[config.mk]
export PLATFORM = sky130hd
export DESIGN_NAME = cfg_table_loader
export DESIGN_NICKNAME = d
export VERILOG_FILES = /design/src/rtl/cfg_loader_pkg.sv /design/src/rtl/cfg_loader_dpath.sv /design/src/rtl/cfg_loader_ctrl.sv /design/src/rtl/cfg_table_loader.sv
export SDC_FILE = /design/constraint.sdc
export NUM_CORES = 1
export LEC_CHECK = 0
export BUFFER_PORTS_ARGS = -buffer_cell sky130_fd_sc_hd__clkbuf_2
export CAP_MARGIN = 30
export CORE_MARGIN = 4
export CORE_UTILIZATION = 45
export DETAILED_ROUTE_END_ITERATION = 8
export GPL_TIMING_DRIVEN = 0
export PLACE_DENSITY_LB_ADDON = 0.12
export SLEW_MARGIN = 20
export SYNTH_ARGS = -nofsm -noshare
export SYNTH_HDL_FRONTEND = slang
export SYNTH_HIERARCHICAL = 1
export SYNTH_SLANG_ARGS = --single-unit
[constraint.sdc]
create_clock -name clk -period 2.3 [get_ports clk]
set_input_delay 0.23 -clock clk [delete_from_list [all_inputs] [get_ports clk]]
set_output_delay 0.23 -clock clk [all_outputs]
set_load 0.1 [all_outputs]
[src/rtl/cfg_loader_pkg.sv]
package cfg_loader_pkg;

  // Strobes from the sequencer to the datapath
  typedef struct packed {
    logic clrIdx;       // index back to word 0
    logic incIdx;       // step to next table word
    logic loadAddr;     // current address <= table word
    logic stepAddr;     // current address += one word
    logic selPatch;     // bus address/data come from the patch path
    logic capturePatch; // merge read data with patch value
  } loaderCtrl_t;

  typedef enum logic [3:0] {
    LD_IDLE,
    LD_FETCH,
    LD_WALK,
    LD_REDIR,
    LD_WRITE,
    LD_PATCH_RD,
    LD_PATCH_WR,
    LD_DONE,
    LD_FAIL
  } loaderState_t;

endpackage

[src/rtl/cfg_loader_dpath.sv]
module cfg_loader_dpath
  import cfg_loader_pkg::*;
#(
  parameter int unsigned WORD_W       = 32,
  parameter int unsigned TBL_DEPTH    = 16,
  parameter logic [WORD_W-1:0] BASE_ADDR    = 32'h4000_0000,
  parameter logic [WORD_W-1:0] PATCH_OFFSET = 32'h0000_0084,
  parameter int unsigned PATCH_W      = 17,
  parameter logic [PATCH_W-1:0] PATCH_VALUE = 17'h00C30,
  parameter logic [WORD_W-1:0] END_CODE     = 32'hFFFF_FFFF,
  parameter logic [WORD_W-1:0] REDIR_CODE   = 32'hFFFF_FFFE,
  localparam int unsigned IDX_W = $clog2(TBL_DEPTH + 1)
) (
  input  logic              clk,
  input  logic              rstN,
  input  loaderCtrl_t       ctrl,
  input  logic [WORD_W-1:0] tblWord,
  output logic [IDX_W-1:0]  tblIdx,
  input  logic [WORD_W-1:0] busRdata,
  output logic [WORD_W-1:0] busAddr,
  output logic [WORD_W-1:0] busWdata,
  output logic              isEnd,
  output logic              isRedir,
  output logic              belowBase,
  output logic              tblSpent
);

  localparam logic [WORD_W-1:0] ADDR_STEP  = WORD_W'(4);
  localparam logic [WORD_W-1:0] PATCH_ADDR = BASE_ADDR + PATCH_OFFSET;
  localparam logic [WORD_W-1:0] PATCH_MASK = WORD_W'({PATCH_W{1'b1}});
  localparam logic [WORD_W-1:0] PATCH_BITS = WORD_W'(PATCH_VALUE);
  localparam logic [IDX_W-1:0]  IDX_LAST   = IDX_W'(TBL_DEPTH);

  logic [WORD_W-1:0] addrReg;
  logic [IDX_W-1:0]  idxReg;
  logic [WORD_W-1:0] patchReg;

  always_ff @(posedge clk) begin
    if (!rstN) begin
      idxReg <= '0;
    end else if (ctrl.clrIdx) begin
      idxReg <= '0;
    end else if (ctrl.incIdx) begin
      idxReg <= idxReg + 1'b1;
    end
  end

  always_ff @(posedge clk) begin
    if (!rstN) begin
      addrReg <= '0;
    end else if (ctrl.loadAddr) begin
      addrReg <= tblWord;
    end else if (ctrl.stepAddr) begin
      addrReg <= addrReg + ADDR_STEP;
    end
  end

  always_ff @(posedge clk) begin
    if (!rstN) begin
      patchReg <= '0;
    end else if (ctrl.capturePatch) begin
      patchReg <= (busRdata & ~PATCH_MASK) | PATCH_BITS;
    end
  end

  assign tblIdx    = idxReg;
  assign busAddr   = ctrl.selPatch ? PATCH_ADDR : addrReg;
  assign busWdata  = ctrl.selPatch ? patchReg : tblWord;
  assign isEnd     = (tblWord == END_CODE);
  assign isRedir   = (tblWord == REDIR_CODE);
  assign belowBase = (addrReg < BASE_ADDR);
  assign tblSpent  = (idxReg == IDX_LAST);


  addr_step_chk: assert property (@(posedge clk) disable iff (!rstN)
    ctrl.stepAddr |=> (addrReg - $past(addrReg)) == ADDR_STEP);


  idx_range_chk: assert property (@(posedge clk) disable iff (!rstN)
    idxReg <= IDX_LAST);

endmodule

[src/rtl/cfg_loader_ctrl.sv]
module cfg_loader_ctrl
  import cfg_loader_pkg::*;
(
  input  logic        clk,
  input  logic        rstN,
  input  logic        start,
  input  logic        isEnd,
  input  logic        isRedir,
  input  logic        belowBase,
  input  logic        tblSpent,
  input  logic        busReady,
  output loaderCtrl_t ctrl,
  output logic        busValid,
  output logic        busWrite,
  output logic        busy,
  output logic        done,
  output logic        err
);

  loaderState_t state, nextState;

  always_ff @(posedge clk) begin
    if (!rstN) state <= LD_IDLE;
    else       state <= nextState;
  end

  always_comb begin
    nextState = state;
    ctrl      = '0;
    busValid  = 1'b0;
    busWrite  = 1'b0;
    unique case (state)
      LD_IDLE: begin
        if (start) begin
          ctrl.clrIdx = 1'b1;
          nextState   = LD_FETCH;
        end
      end
      LD_FETCH: begin
        ctrl.loadAddr = 1'b1;
        ctrl.incIdx   = 1'b1;
        nextState     = LD_WALK;
      end
      LD_WALK: begin
        if (belowBase || tblSpent) begin
          nextState = LD_FAIL;
        end else if (isEnd) begin
          nextState = LD_PATCH_RD;
        end else if (isRedir) begin
          ctrl.incIdx = 1'b1;
          nextState   = LD_REDIR;
        end else begin
          nextState = LD_WRITE;
        end
      end
      LD_REDIR: begin
        if (tblSpent) begin
          nextState = LD_FAIL;
        end else begin
          ctrl.loadAddr = 1'b1;
          ctrl.incIdx   = 1'b1;
          nextState     = LD_WALK;
        end
      end
      LD_WRITE: begin
        busValid = 1'b1;
        busWrite = 1'b1;
        if (busReady) begin
          ctrl.stepAddr = 1'b1;
          ctrl.incIdx   = 1'b1;
          nextState     = LD_WALK;
        end
      end
      LD_PATCH_RD: begin
        busValid      = 1'b1;
        ctrl.selPatch = 1'b1;
        if (busReady) begin
          ctrl.capturePatch = 1'b1;
          nextState         = LD_PATCH_WR;
        end
      end
      LD_PATCH_WR: begin
        busValid      = 1'b1;
        busWrite      = 1'b1;
        ctrl.selPatch = 1'b1;
        if (busReady) nextState = LD_DONE;
      end
      LD_DONE: nextState = LD_IDLE;
      LD_FAIL: nextState = LD_IDLE;
      default: nextState = LD_IDLE;
    endcase
  end

  assign busy = (state != LD_IDLE) && (state != LD_DONE) && (state != LD_FAIL);
  assign done = (state == LD_DONE);
  assign err  = (state == LD_FAIL);


  done_pulse_chk: assert property (@(posedge clk) disable iff (!rstN)
    done |=> !done);


  err_pulse_chk: assert property (@(posedge clk) disable iff (!rstN)
    err |=> !err);


  start_ignored_chk: assert property (@(posedge clk) disable iff (!rstN)
    (busy && start) |=> state != LD_FETCH);

endmodule

[src/rtl/cfg_table_loader.sv]
module cfg_table_loader
  import cfg_loader_pkg::*;
#(
  parameter int unsigned WORD_W       = 32,
  parameter int unsigned TBL_DEPTH    = 16,
  parameter logic [WORD_W-1:0] BASE_ADDR    = 32'h4000_0000,
  parameter logic [WORD_W-1:0] PATCH_OFFSET = 32'h0000_0084,
  parameter int unsigned PATCH_W      = 17,
  parameter logic [PATCH_W-1:0] PATCH_VALUE = 17'h00C30,
  parameter logic [WORD_W-1:0] END_CODE     = 32'hFFFF_FFFF,
  parameter logic [WORD_W-1:0] REDIR_CODE   = 32'hFFFF_FFFE,
  localparam int unsigned IDX_W = $clog2(TBL_DEPTH + 1)
) (
  input  logic              clk,
  input  logic              rstN,
  input  logic              start,
  output logic              busy,
  output logic              done,
  output logic              err,
  output logic [IDX_W-1:0]  tblIdx,
  input  logic [WORD_W-1:0] tblWord,
  output logic              busValid,
  output logic              busWrite,
  output logic [WORD_W-1:0] busAddr,
  output logic [WORD_W-1:0] busWdata,
  input  logic              busReady,
  input  logic [WORD_W-1:0] busRdata
);

  localparam logic [WORD_W-1:0] PATCH_ADDR = BASE_ADDR + PATCH_OFFSET;

  loaderCtrl_t ctrl;
  logic isEnd, isRedir, belowBase, tblSpent;

  cfg_loader_ctrl u_ctrl (
    .clk      (clk),
    .rstN     (rstN),
    .start    (start),
    .isEnd    (isEnd),
    .isRedir  (isRedir),
    .belowBase(belowBase),
    .tblSpent (tblSpent),
    .busReady (busReady),
    .ctrl     (ctrl),
    .busValid (busValid),
    .busWrite (busWrite),
    .busy     (busy),
    .done     (done),
    .err      (err)
  );

  cfg_loader_dpath #(
    .WORD_W      (WORD_W),
    .TBL_DEPTH   (TBL_DEPTH),
    .BASE_ADDR   (BASE_ADDR),
    .PATCH_OFFSET(PATCH_OFFSET),
    .PATCH_W     (PATCH_W),
    .PATCH_VALUE (PATCH_VALUE),
    .END_CODE    (END_CODE),
    .REDIR_CODE  (REDIR_CODE)
  ) u_dpath (
    .clk      (clk),
    .rstN     (rstN),
    .ctrl     (ctrl),
    .tblWord  (tblWord),
    .tblIdx   (tblIdx),
    .busRdata (busRdata),
    .busAddr  (busAddr),
    .busWdata (busWdata),
    .isEnd    (isEnd),
    .isRedir  (isRedir),
    .belowBase(belowBase),
    .tblSpent (tblSpent)
  );


  req_hold_chk: assert property (@(posedge clk) disable iff (!rstN)
    (busValid && !busReady) |=> busValid && $stable(busWrite)
                                && $stable(busAddr) && $stable(busWdata));


  patch_read_addr_chk: assert property (@(posedge clk) disable iff (!rstN)
    (busValid && !busWrite) |-> busAddr == PATCH_ADDR);


  fail_quiet_chk: assert property (@(posedge clk) disable iff (!rstN)
    err |-> !busValid && !done);


  pulse_idle_chk: assert property (@(posedge clk) disable iff (!rstN)
    (done || err) |-> !busy);


  reset_quiet_chk: assert property (@(posedge clk)
    !rstN |=> !busValid && !busy);

endmodule

After elaboration in Yosys (flattened, before gate mapping)
Cells that the tools add are included.
{"block": "totals", "reg_bits": 60, "latchBits": 0, "mem_bits_rw": 0, "mem_bits_ro": 0, "word_cells": 63, "memories": 0}
{"block": "op_classes", "add_sub_neg": 2, "n_mul": 0, "div": 0, "order_cmp": 1, "n_eq_ne": 17, "shifts": 0, "n_mux": 27, "n_bitwise": 1, "reduce_logical": 11}
{"cell": "two-way mux 32 bit", "count": 4}
{"cell": "equality test 32 bit, second input constant", "count": 2}
{"cell": "adder 32 x 3 -> 32 bit, second input constant", "count": 1}
{"cell": "less-than comparator 32 x 31 -> 1 bit, second input constant", "count": 1}
{"cell": "case mux 4 bit (7 select lines)", "count": 1}
{"cell": "two-way mux 4 bit", "count": 6}
{"cell": "equality test 4 x 3 -> 1 bit, second input constant", "count": 4}
{"cell": "two-way mux 1 bit", "count": 11}
{"cell": "equality test 4 x 2 -> 1 bit, second input constant", "count": 2}
{"cell": "inequality test 2 bit, second input constant", "count": 4}
{"cell": "two-way mux 3 bit", "count": 2}
{"cell": "OR reduction 2 bit", "count": 3}
{"cell": "adder 5 x 1 -> 5 bit, second input constant", "count": 1}
{"cell": "equality test 5 bit, second input constant", "count": 1}
{"cell": "equality test 4 x 1 -> 1 bit, second input constant", "count": 1}
{"cell": "equality test 4 bit, second input constant", "count": 1}
{"cell": "logical NOT 4 bit", "count": 1}
{"cell": "inequality test 4 x 3 -> 1 bit, second input constant", "count": 1}
{"cell": "inequality test 4 bit, second input constant", "count": 1}
{"cell": "case mux 1 bit (4 select lines)", "count": 1}
{"cell": "AND reduction 4 bit", "count": 1}
{"cell": "nonzero test 4 bit", "count": 1}
{"cell": "OR reduction 3 bit", "count": 1}
{"cell": "logical AND 1 bit", "count": 2}
{"cell": "other kinds (5)", "count": 5}

Logic depth before layout (Yosys ltp)
Gate-level depths: netlist of the first run.
{"block": "depth", "word_depth": 5, "depth_mapped": 10}

Cells and area by module
The synthesis of the first run kept the hierarchy.
{"mod": "cfg_loader_dpath", "instances": 1, "cells_per_inst": 391, "area_each_um2": 3225.6, "seq_area_each_um2": 1061.0}
{"mod": "cfg_loader_ctrl", "instances": 1, "cells_per_inst": 52, "area_each_um2": 397.9, "seq_area_each_um2": 80.1}

Worst setup path before layout of the first run
No wires, ideal clock.
{"block": "synth_timing", "kind": "register to output", "startpoint": "register u_ctrl.state[1]", "endpoint": "output port busWdata[10]", "t_arrival_ps": 3241, "path_slack_ps": -1171, "stages_incl_launch_ff": 7, "path_cell_list": "dfxtp_1 buf_4 xnor2_1 nor2_1 clkbuf_1 clkbuf_1 o21ai_0"}
{"item": "start: declaration", "line": "cfg_loader_ctrl.sv:20", "source": "loaderState_t state, nextState;"}
{"item": "start signal: assignment", "line": "cfg_loader_ctrl.sv:24", "source": "else state <= nextState;"}
{"item": "end: declaration", "line": "cfg_table_loader.sv:25", "source": "output logic [WORD_W-1:0] busWdata,"}

==> run summary, run 1 <==
Total detailed-routing wirelength: 11900 µm
RSZ-0062 raised after global routing: yes
CP dominant cell by count: sky130_fd_sc_hd__clkbuf_4
Critical setup path kind: reg -> reg
Switch Pwr: 0.001703 W
DR vias/cell: 5.765
Worst Hold Launch: busRdata[28]
Crit path buffers/inverters: 3
Final non-filler cell area: 0.004982 mm²
CP max stage cell: sky130_fd_sc_hd__a2111oi_4
Final number of setup-violating endpoints: 0
Chain of cells forming the critical path: inv_1 > ha_1 > nor4bb_4 > a2111oi_4 > clkbuf_4 > clkbuf_4 > mux2i_1 > nor2_1
Register clock-pin slew on the reported worst setup and hold paths: 0.07 ns
Die Footprint: 0.009552 mm²
Part of the cycle the worst path needs: 96.77%
Worst IR drop on VDD: 0.3870 mV
Number of synthesis warnings: 6
Result of the run: finished clean
Count of distinct cell types in the synthesized netlist: 54
Post-synth net total: 514
Count of maximum capacitance violations: 0
Relative contribution of sequential cells to total power: 32.4%
Fin. Hold Viols: 0
Destination of the worst hold path: u_dpath/patchReg[28]
Design internal power: 0.001965 W
Clock Root Buffer: sky130_fd_sc_hd__clkbuf_8
Half-perimeter wire length after placement: 8879 µm
Worst path required time: 2.51 ns
Starting Density: 46.65%
Number of port buffers: 124
Wire length of the first global-routing pass: 18540 µm
Synth Flop Type: sky130_fd_sc_hd__dfxtp_1
Final GP Congestion: 0.8761
Initial antenna violation count: 0
Number of nets in the final layout: 657
Core outline area: 0.007767 mm²
Clock tree buffer depth: 2
Class of the most critical hold timing path: in -> reg
Clock tree skew after final layout: 0.006064 ns
Data arrival time of the critical path: 2.44 ns
Power density over the cells: 736.2 mW/mm²
Worst-case hold slack: 0.1292 ns
Post-place setup slack: -0.3587 ns
Leakage dissipation: 2.093 nW
Tmin final: 2.226 ns
Logic gate share of total power: 42.7%
Share of the core filled with cells: 64.14%
CTS Sinks: 57
Floorplan die height: 97.74 µm
Critical R2R Launch: u_dpath/tblIdx[0]
Number of global-route vias before repair: 3664
Switching portion of total power: 46.44%
Vias: 3995
Mean post-synth cell area: 8.179 µm²
Kind of capture point of the worst setup path: flop
Area after detailed placement: 0.004402 mm²
I/O pins: 142
Width of the die: 97.74 µm
Number of stages on the worst hold path: 3
Count of flip-flops with a built-in enable after synthesis: 0
Diodes inserted: 0
Pin count of the biggest net entering global routing: 11
FF-to-FF path depth: 8
Fill cells: 698
Area overhead of the layout relative to synthesis: 37.50%
1st-iter DRT viols: 276
Detailed Routing Iterations Pass 1: 4
Highest Clock Rate: 0.4493 GHz
Endpoint of the worst register-to-register path: u_dpath/addrReg[0]
Maximum single-stage delay on the critical path: 0.50 ns
Drt wl/cell: 17.17 µm
# DRC: 0
Peak fanout along the critical path: 10
Post-route setup slack: 0.07436 ns
Final number of max-transition violations: 0
Async set or reset register ratio after synthesis: 0%
Num CTS Buffers: 9
Number of levels the H-tree was split into: 3
Post-Syn Instances: 443
Post-route antenna net violation count: 0
Fraction of the yosys area taken by sequential cells: 31.49%
Top Family by Delay on Critical Path: buffers and inverters
Worst skew pair latency: 0.34 ns
Overflow after GRT: 0
Reg-to-reg setup timing slack: 0.07 ns
Cts hold-fix bufs: 0
Clock network power share: 24.9%
Row cnt: 32
Clock tree from TritonCTS: done
Slew at the pin closest to its max-slew limit: 0.5446 ns
Area of the mapped netlist: 0.003623 mm²
All-Layer GR Usage: 23.60%
Ratio of cells with drive above 1 in the final layout: 36.89%
Relative slew slack: 63.85%
Total of flip-flops plus latches after synthesis: 57
Setup crit start kind: flop
==> registers in the layout, indices dropped and copies added (netlist names) <==
signal / count
u_dpath/addrReg: 32
u_ctrl/state: 4
u_dpath/tblIdx: 5
u_dpath/patchReg: 16
==> cell families (layout without fill, tap and decap cells) <==
| group | count (synthesis) | in the layout | share of synthesized area [%] |
|---|---|---|---|
| simple gates | 214 | 215 | 34.50 |
| compound gates | 76 | 76 | 12.85 |
| flops | 57 | 57 | 31.49 |
| buf+inv | 39 | 186 | 5.110 |
| mux | 36 | 36 | 10.46 |
| xor+xnor | 18 | 18 | 4.558 |
| fa+ha+maj | 3 | 3 | 1.036 |
==> Yosys cell counts, drive strengths merged, types with 2 or more instances <==
library cell / count / area [µm²]
nor3: 3 / 15.01
nand2: 19 / 71.32
xor2: 10 / 95.10
or2: 4 / 25.02
or4: 5 / 37.54
and2b: 2 / 17.52
nand3: 9 / 45.04
nor2: 51 / 191.4
or3: 7 / 43.79
inv: 9 / 33.78
mux2: 15 / 168.9
o21ai: 35 / 175.2
nor4b: 4 / 35.03
nand4: 24 / 186.4
and2: 3 / 18.77
a2111oi: 2 / 25.02
dfxtp: 57 / 1141
buf: 9 / 70.06
xnor2: 8 / 70.07
and3: 10 / 63.81
nor4: 7 / 50.05
and4: 10 / 88.84
nand2b: 4 / 25.02
clkbuf: 20 / 77.57
a21oi: 8 / 40.04
a31oi: 11 / 68.82
ha: 3 / 37.54
nor3b: 4 / 30.03
mux2i: 21 / 210.2
nor2b: 46 / 287.8
a211oi: 7 / 52.55
o31ai: 5 / 37.54
a311oi: 2 / 17.52
==> how the worst max path moves through the flow <==
| stage | start | to | slack [ns] | cells past startpoint |
|---|---|---|---|---|
| after floorplan | u_ctrl/state[1] | busWdata[10] | -0.42 | 6 |
| after CTS | u_dpath/tblIdx[0] | u_dpath/addrReg[25] | 0.0005 | 9 |
| final | u_dpath/tblIdx[0] | u_dpath/addrReg[0] | 0.07 | 8 |
| after global routing | u_dpath/tblIdx[1] | u_dpath/tblIdx[3] | -0.02 | 10 |
| after global placement | u_ctrl/state[3] | busWdata[11] | -0.34 | 8 |
| after detailed placement | u_ctrl/state[3] | busWdata[10] | -0.36 | 8 |
==> tightest hold or removal path, delay by kind of cell <==
family	cells	cell delay (ns)
buf+inv	1	0.08
mux	1	0.06
simple gates	1	0.07
==> power by group through the flow <==
stage | sequential (W) | clock [W] | combinational [W]
global placement | 0.00120 | 0 | 0.00144
floorplan | 0.00119 | 0 | 0.00118
finish | 0.00119 | 0.000915 | 0.00157
detailed placement | 0.00120 | 0 | 0.00145
CTS | 0.00118 | 0.000925 | 0.00152
global route | 0.00120 | 0.000974 | 0.00163
==> layout make-up <==
class / count / area, µm² / area share [%]
Clock buffer: 10 / 127.6 / 2.562
Clock inverter: 6 / 58.81 / 1.180
Buffer: 28 / 192.7 / 3.867
Timing Repair Buffer: 132 / 897.1 / 18.01
Tap cell: 102 / 127.6 / 2.562
Multi-Input combinational cell: 348 / 2379 / 47.74
Inverter: 10 / 37.54 / 0.7534
Sequential cell: 57 / 1162 / 23.33
==> per-layer routing <==
| metal | share of wire (%) | track usage [%] |
|---|---|---|
| met1 | 44 | 32.05 |
| met2 | 47 | 37.95 |
| met3 | 9.0 | 5.286 |
| met4 | 0.83 | 6.390 |
| met5 | 0 | 0 |
==> layout by cell type, fill, tap and decap left out, types with 6 or more instances in the layout <==
cell	instances
sky130_fd_sc_hd__inv_1	9
sky130_fd_sc_hd__nand3_1	9
sky130_fd_sc_hd__clkbuf_1	6
sky130_fd_sc_hd__clkbuf_4	33
sky130_fd_sc_hd__o21ai_0	17
sky130_fd_sc_hd__xnor2_1	8
sky130_fd_sc_hd__xor2_1	9
sky130_fd_sc_hd__nor4_1	6
sky130_fd_sc_hd__mux2i_1	21
sky130_fd_sc_hd__clkbuf_8	14
sky130_fd_sc_hd__buf_4	30
sky130_fd_sc_hd__or3_1	7
sky130_fd_sc_hd__a31oi_1	11
sky130_fd_sc_hd__mux2_2	15
sky130_fd_sc_hd__a211oi_1	7
sky130_fd_sc_hd__o21ai_1	16
sky130_fd_sc_hd__nand4_1	21
sky130_fd_sc_hd__and3_1	8
sky130_fd_sc_hd__buf_6	15
sky130_fd_sc_hd__dfxtp_1	48
sky130_fd_sc_hd__a21oi_1	8
sky130_fd_sc_hd__clkbuf_2	67
sky130_fd_sc_hd__nor2b_1	46
sky130_fd_sc_hd__nand2_1	17
sky130_fd_sc_hd__and4_1	8
sky130_fd_sc_hd__nor2_1	48
==> per-stage QoR <==
| step | std cells | power (W) | setup TNS [ns] |
|---|---|---|---|
| after floorplan | 443 | 0.002371 | -19.51 |
| after global placement | 669 | 0.002635 | -10.13 |
| after detailed placement | 669 | 0.002650 | -12.77 |
| after CTS | 685 | 0.003624 | 0 |
| after global routing | 693 | 0.003807 | -0.04913 |
| final | 693 | 0.003668 | 0 |
==> repair_timing <==
action	in CTS	in global routing
resized for setup	91	75
pin swaps	0	6
cloned	0	1
buffers inserted	1	7
setup endpoints to repair	94	87
No activity file was read; power rests on OpenSTA's default activity.
==> inputs of run 2 (changes only) <==
--- a/config.mk
+++ b/config.mk
@@ -12,6 +12,7 @@
 export DETAILED_ROUTE_END_ITERATION = 8
 export GPL_TIMING_DRIVEN = 0
 export PLACE_DENSITY_LB_ADDON = 0.12
+export SETUP_SLACK_MARGIN = 0.1
 export SLEW_MARGIN = 20
 export SYNTH_ARGS = -nofsm -noshare
 export SYNTH_HDL_FRONTEND = slang
==> run summary, run 2 (synthesized netlist as in run 1, its figures left out) <==
Worst IR drop on VDD: 0.4107 mV (+6.1%)
Number of port buffers: 124 (unchanged)
Pin count of the biggest net entering global routing: 11 (unchanged)
Most Used Layer, Global Route: met2
Reg-to-reg setup timing slack: 0.14 ns (+0.07 ns)
Diodes inserted: 0 (unchanged)
Clock tree from TritonCTS: done
Number of global-route vias before repair: 3961 (+8.1%)
Setup crit start kind: flop
Ratio of cells with drive above 1 in the final layout: 41.75% (+4.9 points)
Floorplan die height: 97.74 µm (unchanged)
Count of maximum capacitance violations: 0 (unchanged)
Leakage dissipation: 2.382 nW (+14%)
Wire length of the first global-routing pass: 20490 µm (+10%)
CTS Sinks: 57 (unchanged)
Relative slew slack: 63.66% (-0.19 points)
DR vias/cell: 5.866 (+1.8%)
Crit path buffers/inverters: 3 (unchanged)
Register clock-pin slew on the reported worst setup and hold paths: 0.07 ns (about the same)
Tmin final: 2.225 ns (-0.0002016 ns)
Clock tree skew after final layout: 0.005953 ns (-0.0001105 ns)
Part of the cycle the worst path needs: 96.76% (about the same)
Core outline area: 0.007767 mm² (unchanged)
Number of stages on the worst hold path: 3 (unchanged)
Chain of cells forming the critical path: buf_8 > or2b_4 > nor2_4 > clkbuf_8 > mux2_2 > clkbuf_16
Detailed Routing Iterations Pass 1: 5 (+1)
Width of the die: 97.74 µm (unchanged)
FF-to-FF path depth: 8 (unchanged)
Final number of setup-violating endpoints: 0 (unchanged)
Post-route antenna net violation count: 0 (unchanged)
Global routing usage on met1: 34.10% (+2.0 points)
Most used cells in the layout excluding fill and tap cells: sky130_fd_sc_hd__clkbuf_2 (63), sky130_fd_sc_hd__dfxtp_1 (48), sky130_fd_sc_hd__nor2_1 (47)
Maximum single-stage delay on the critical path: 0.36 ns (-0.14 ns)
Result of the run: finished clean
RSZ-0062 raised after global routing: yes
Worst path required time: 2.07 ns (-0.44 ns)
Highest Clock Rate: 0.4493 GHz (about the same)
Clock Root Buffer: sky130_fd_sc_hd__clkbuf_8
Number of levels the H-tree was split into: 3 (unchanged)
Fin. Hold Viols: 0 (unchanged)
Class of the most critical hold timing path: in -> reg
Num CTS Buffers: 9 (unchanged)
Cts hold-fix bufs: 0 (unchanged)
Number of nets in the final layout: 672 (+2.3%)
Die Footprint: 0.009552 mm² (unchanged)
Starting Density: 46.65% (unchanged)
Critical setup path kind: reg -> out
Kind of capture point of the worst setup path: output port
Total detailed-routing wirelength: 13590 µm (+14%)
All-Layer GR Usage: 26.16% (+2.6 points)
Slew at the pin closest to its max-slew limit: 0.5401 ns (-0.004510 ns)
I/O pins: 142 (unchanged)
Fraction of met3 tracks used by global routing: 6.286% (+1.0 points)
Routing usage on met2: 42.91% (+5.0 points)
Area overhead of the layout relative to synthesis: 56.98%
Peak fanout along the critical path: 6 (-4)
Vias: 4153 (+4.0%)
Placed cells: 669 (unchanged)
CP max stage cell: sky130_fd_sc_hd__mux2_2
Initial antenna violation count: 0 (unchanged)
Share of the core filled with cells: 73.23% (+9.1 points)
Final GP Congestion: 0.8996 (+2.7%)
Final number of max-transition violations: 0 (unchanged)
Flip-flop count of the largest register after layout: 32 (unchanged)
Data arrival time of the critical path: 2.00 ns (-0.44 ns)
Final non-filler cell total: 708 (+2.2%)
Overflow after GRT: 0 (unchanged)
Row cnt: 32 (unchanged)
Stages on the worst setup path: 6 (-2)
Drt wl/cell: 19.19 µm (+12%)
Most common cell after layout, fill and taps aside: sky130_fd_sc_hd__clkbuf_2
Worst skew pair latency: 0.34 ns (about the same)
1st-iter DRT viols: 328 (+19%)
Clock tree buffer depth: 2 (unchanged)
Half-perimeter wire length after placement: 8850 µm (-0.33%)
Top reg by flops: u_dpath/addrReg
# DRC: 0 (unchanged)
Top Family by Delay on Critical Path: buffers and inverters
Power density over the cells: 666.1 mW/mm² (-9.5%)
-- run 2: layer usage --
layer | up-vias | share of wire (%) | wire (µm)
li1 | 1922 | - | -
met1 | 2016 | 43 | 5787
met2 | 196 | 48 | 6573
met3 | 19 | 7.5 | 1024
met4 | 0 | 1.5 | 201
met5 | - | 0 | 0
-- run 2: layout make-up --
cell class | count | area, µm²
multi-input combinational | 348 | 2539
fill | 573 | 2079
timing repair buffer | 147 | 1414
sequential | 57 | 1160
buffer | 28 | 245.2
clock buffer | 12 | 145.1
tap | 102 | 127.6
inverter | 10 | 37.54
clock inverter | 4 | 20.02
-- run 2: per-stage QoR --
stage                     total power, W  setup slack, ns  setup TNS [ns]  hold WS [ns]  area (µm²)
after CTS                       0.003669          0.01933               0        0.1221        5363
after detailed placement        0.002658          -0.4546          -15.87        0.4724        4413
after global placement          0.002641          -0.4225          -13.83        0.4544        4413
final                           0.003789          0.07456               0        0.1281        5688
after floorplan                 0.002378          -0.4250          -19.51        0.3478        3665
after global routing            0.003921          0.02595               0        0.1234        5688
-- run 2: what timing repair did --
| item | in CTS | in global routing |
|---|---|---|
| gates resized for setup | 174 | 72 |
| setup endpoints to repair | 96 | 98 |
| setup buffers | 2 | 19 |
| gates cloned | 1 | 2 |
| pin swaps | 3 | 9 |
-- run 2: worst register-to-register path, cell delays in order, from the launching register on --
cell and delay, ns:
sky130_fd_sc_hd__dfxtp_2 0.33, sky130_fd_sc_hd__buf_6 0.14, sky130_fd_sc_hd__and2b_2 0.22, sky130_fd_sc_hd__and3_4 0.21, sky130_fd_sc_hd__buf_6 0.11, sky130_fd_sc_hd__and4_4 0.29
sky130_fd_sc_hd__nand3_4 0.09, sky130_fd_sc_hd__or4_4 0.52, sky130_fd_sc_hd__a31oi_1 0.17
-- run 2: path summary, 6_finish.rpt --
check	start	endpoint
max	u_ctrl/state[3]	busWdata[31]
min	busRdata[28]	u_dpath/patchReg[28]
max reg2reg	u_ctrl/state[0]	u_dpath/addrReg[21]
min reg2reg	u_dpath/patchReg[28]	u_dpath/patchReg[28]
-- run 2: power breakdown --
group	total, W	internal [W]	switching, W
clock network	0.000832	0.000414	0.000418
logic	0.00177	0.000547	0.00122
registers	0.00119	0.00107	0.000115
total	0.00379	0.00203	0.00176
==> inputs of run 3 (changes only) <==
--- a/config.mk
+++ b/config.mk
@@ -8,7 +8,7 @@
 export BUFFER_PORTS_ARGS = -buffer_cell sky130_fd_sc_hd__clkbuf_2
 export CAP_MARGIN = 30
 export CORE_MARGIN = 4
-export CORE_UTILIZATION = 45
+export CORE_UTILIZATION = 44
 export DETAILED_ROUTE_END_ITERATION = 8
 export GPL_TIMING_DRIVEN = 0
 export PLACE_DENSITY_LB_ADDON = 0.12
@@ -16,5 +16,4 @@
 export SLEW_MARGIN = 20
 export SYNTH_ARGS = -nofsm -noshare
 export SYNTH_HDL_FRONTEND = slang
-export SYNTH_HIERARCHICAL = 1
 export SYNTH_SLANG_ARGS = --single-unit
==> run summary, run 3 <==
Final total negative setup slack: 0 ns (unchanged)
Area of the mapped netlist: 0.003520 mm² (-2.9%)
Post-Syn Instances: 467 (+5.4%)
# DRC: 0 (unchanged)
Fin. Hold Viols: 0 (unchanged)
Synth Flop Type: sky130_fd_sc_hd__dfxtp_1
Worst path required time: 2.07 ns (about the same)
CTS Sinks: 57 (unchanged)
Flip-flop count of the largest register after layout: 32 (unchanged)
Pin count of the biggest net entering global routing: 11 (unchanged)
Num CTS Buffers: 9 (unchanged)
Register clock-pin slew on the reported worst setup and hold paths: 0.06 ns (about the same)
Ratio of cells with drive above 1 in the final layout: 33.88% (-7.9 points)
Power density over the cells: 600.2 mW/mm² (-9.9%)
Fill cells: 718 (+25%)
All-Layer GR Usage: 25.59% (-0.58 points)
Wire length of the first global-routing pass: 19870 µm (-3.0%)
Maximum single-stage delay on the critical path: 0.35 ns (about the same)
Slew at the pin closest to its max-slew limit: 0.9736 ns (+0.4335 ns)
1st-iter DRT viols: 263 (-20%)
Core outline area: 0.007767 mm² (unchanged)
Class of the most critical hold timing path: in -> reg
Worst-case hold slack: 0.09843 ns (-0.02969 ns)
Total of flip-flops plus latches after synthesis: 57 (unchanged)
Post-synth top cells: sky130_fd_sc_hd__nand2_1 (77), sky130_fd_sc_hd__dfxtp_1 (57), sky130_fd_sc_hd__a21oi_1 (45), sky130_fd_sc_hd__and2_1 (43), sky130_fd_sc_hd__nor2_1 (28)
Clock Root Buffer: sky130_fd_sc_hd__clkbuf_8
Top cell type's share of synthesized area: 32.42% (+0.93 points)
Top reg by flops: u_dpath.addrReg
Width of the die: 97.44 µm (-0.31%)
Initial antenna violation count: 0 (unchanged)
Number of global-route vias before repair: 3901 (-1.5%)
Detailed Routing Iterations Pass 1: 5 (unchanged)
Total detailed-routing wirelength: 12540 µm (-7.7%)
Count of flip-flops with a built-in enable after synthesis: 0 (unchanged)
Post-route antenna net violation count: 0 (unchanged)
Count of distinct cell types in the synthesized netlist: 52 (-3.7%)
Final non-filler cell total: 716 (+1.1%)
Most used cells in the layout excluding fill and tap cells: sky130_fd_sc_hd__nand2_1 (76), sky130_fd_sc_hd__clkbuf_2 (72), sky130_fd_sc_hd__dfxtp_1 (48)
Area overhead of the layout relative to synthesis: 39.85%
Crit path buffers/inverters: 3 (unchanged)
Overflow after GRT: 0 (unchanged)
Half-perimeter wire length after placement: 8995 µm (+1.6%)
Critical setup path kind: reg -> out
Clock tree from TritonCTS: done
Part of the cycle the worst path needs: 94.08% (-2.7 points)
DR vias/cell: 5.749 (-2.0%)
CP max stage cell: sky130_fd_sc_hd__dfxtp_2
Starting Density: 45.31% (-1.3 points)
Library cell occupying the most area in the post-synthesis netlist: sky130_fd_sc_hd__dfxtp_1
Async set or reset register ratio after synthesis: 0% (unchanged)
Worst IR drop on VDD: 0.3237 mV (-21%)
Final GP Congestion: 0.9074 (+0.87%)
CP dominant cell by count: sky130_fd_sc_hd__clkbuf_8
Count of maximum capacitance violations: 0 (unchanged)
Die Footprint: 0.009494 mm² (-0.61%)
Number of levels the H-tree was split into: 3 (unchanged)
Clock tree skew after final layout: 0.007809 ns (+0.001855 ns)
Diodes inserted: 0 (unchanged)
Tmin final: 2.164 ns (-0.06150 ns)
Cell types occupying the most area after synthesis: sky130_fd_sc_hd__dfxtp_1 (32%), sky130_fd_sc_hd__nand2_1 (8.2%), sky130_fd_sc_hd__and2_1 (7.6%), sky130_fd_sc_hd__a21oi_1 (6.4%), sky130_fd_sc_hd__mux2_2 (5.4%)
Final number of setup-violating endpoints: 0 (unchanged)
Number of nets in the final layout: 680 (+1.2%)
Highest Clock Rate: 0.4621 GHz (+2.8%)
Most common cell after layout, fill and taps aside: sky130_fd_sc_hd__nand2_1
Worst skew pair latency: 0.35 ns (about the same)
Multi-input logic area: 0.002342 mm² (-7.7%)
Chain of cells forming the critical path: buf_6 > nor2b_4 > nand2_4 > clkbuf_8 > mux2_2 > clkbuf_8
Top Family by Delay on Critical Path: buffers and inverters
Post-synth net total: 538 (+4.7%)
Mean post-synth cell area: 7.537 µm² (-7.9%)
Most common cell in the netlist: sky130_fd_sc_hd__nand2_1
RSZ-0062 raised after global routing: yes
Peak fanout along the critical path: 10 (+4)
Data arrival time of the critical path: 1.93 ns (-0.07 ns)
Area taken by flip-flops and latches: 0.001157 mm² (-0.22%)
Placed cells: 693 (+3.6%)
Leakage dissipation: 2.029 nW (-15%)
Drt wl/cell: 17.52 µm (-8.7%)
Setup crit start kind: flop
Floorplan die height: 97.44 µm (-0.31%)
Clock tree buffer depth: 2 (unchanged)
Final number of max-transition violations: 0 (unchanged)
Row cnt: 32 (unchanged)
I/O pins: 142 (unchanged)
Vias: 4116 (-0.89%)
Fraction of the yosys area taken by sequential cells: 32.42% (+0.93 points)
Number of port buffers: 124 (unchanged)
Result of the run: finished clean
Number of synthesis warnings: 0 (-6)
Kind of capture point of the worst setup path: output port
Relative slew slack: 34.49% (-29 points)
## run 3: changes by cell type after synthesis, sizes merged, moves of 6 or more
cell,before,now
a21oi,8,45
a41oi,0,6
and2,3,43
and4,10,3
mux2i,21,3
nand2,19,77
nand3,9,15
nor2,51,28
nor2b,46,3
o21ai,35,23
## run 3: area by class of cell
| type | count | share of cell area (%) |
|---|---|---|
| Multi-Input combinational cell | 375 | 47.59 |
| Sequential cell | 57 | 23.51 |
| Timing Repair Buffer | 130 | 18.28 |
| Clock buffer | 14 | 3.508 |
| Buffer | 30 | 3.355 |
| Tap cell | 102 | 2.593 |
| Clock inverter | 2 | 0.7117 |
| Inverter | 6 | 0.4575 |
## run 3: routing by layer
layer | global-route usage (%) | wire, µm
met5 | 0 | 0
met4 | 9.585 | 214
met3 | 6.102 | 1033
met2 | 40.22 | 5821
met1 | 33.99 | 5475
## run 3: cells by family (layout without fill, tap and decap cells)
family          count (synthesis)  in the layout  synth area share, %
simple gates                  230            231                34.48
compound gates                113            113                19.55
flops                          57             57                32.42
buf+inv                        36            182                4.195
mux                            20             20                6.292
xor+xnor                        8              8                1.991
fa+ha+maj                       3              3                1.067
## run 3: through the flow
stage / cell area, µm² / total power (W) / worst slack (ns) / utilization (%)
3_3_place_gp: 4294 / 0.001888 / -0.2238 / 55.28
3_5_place_dp: 4294 / 0.001895 / -0.2565 / 55.28
6_report: 4922 / 0.002954 / 0.1361 / 63.37
2_1_floorplan: 3546 / 0.001717 / -0.04205 / -
5_1_grt: 4922 / 0.003042 / 0.1000 / 63.37
4_1_cts: 4807 / 0.002930 / 0.05930 / 61.89
## run 3: repair_timing
item,CTS,global route
hold buffers,0,0
hold endpoints to repair,0,0
resized for setup,95,43
pin swaps,0,2
setup buffers,0,6
endpoints found under the setup margin,94,96
cloned,0,1
## run 3: tightest hold or removal path: stages
cell and delay [ns]:
sky130_fd_sc_hd__clkbuf_2 0.08, sky130_fd_sc_hd__nand2_1 0.04, sky130_fd_sc_hd__a21oi_1 0.05
## run 3: final timing paths
path | from | slack (ns) | cells past startpoint | endpoint
setup / recovery | u_ctrl.state[2] | 0.14 | 6 | busWdata[27]
hold / removal | busRdata[18] | 0.1 | 3 | u_dpath.patchReg[18]
setup reg to reg | u_dpath.tblIdx[0] | 0.20 | 7 | u_dpath.tblIdx[3]
hold reg to reg | u_dpath.patchReg[18] | 0.46 | 2 | u_dpath.patchReg[18]
## run 3: power breakdown
part | total (W) | internal, W | switching [W] | leakage (nW)
Combinational | 0.000882 | 0.000214 | 0.000668 | 1.45
Sequential | 0.00106 | 0.00102 | 0.0000437 | 0.468
Clock | 0.00101 | 0.000589 | 0.000419 | 0.107
Total | 0.00295 | 0.00182 | 0.00113 | 2.03
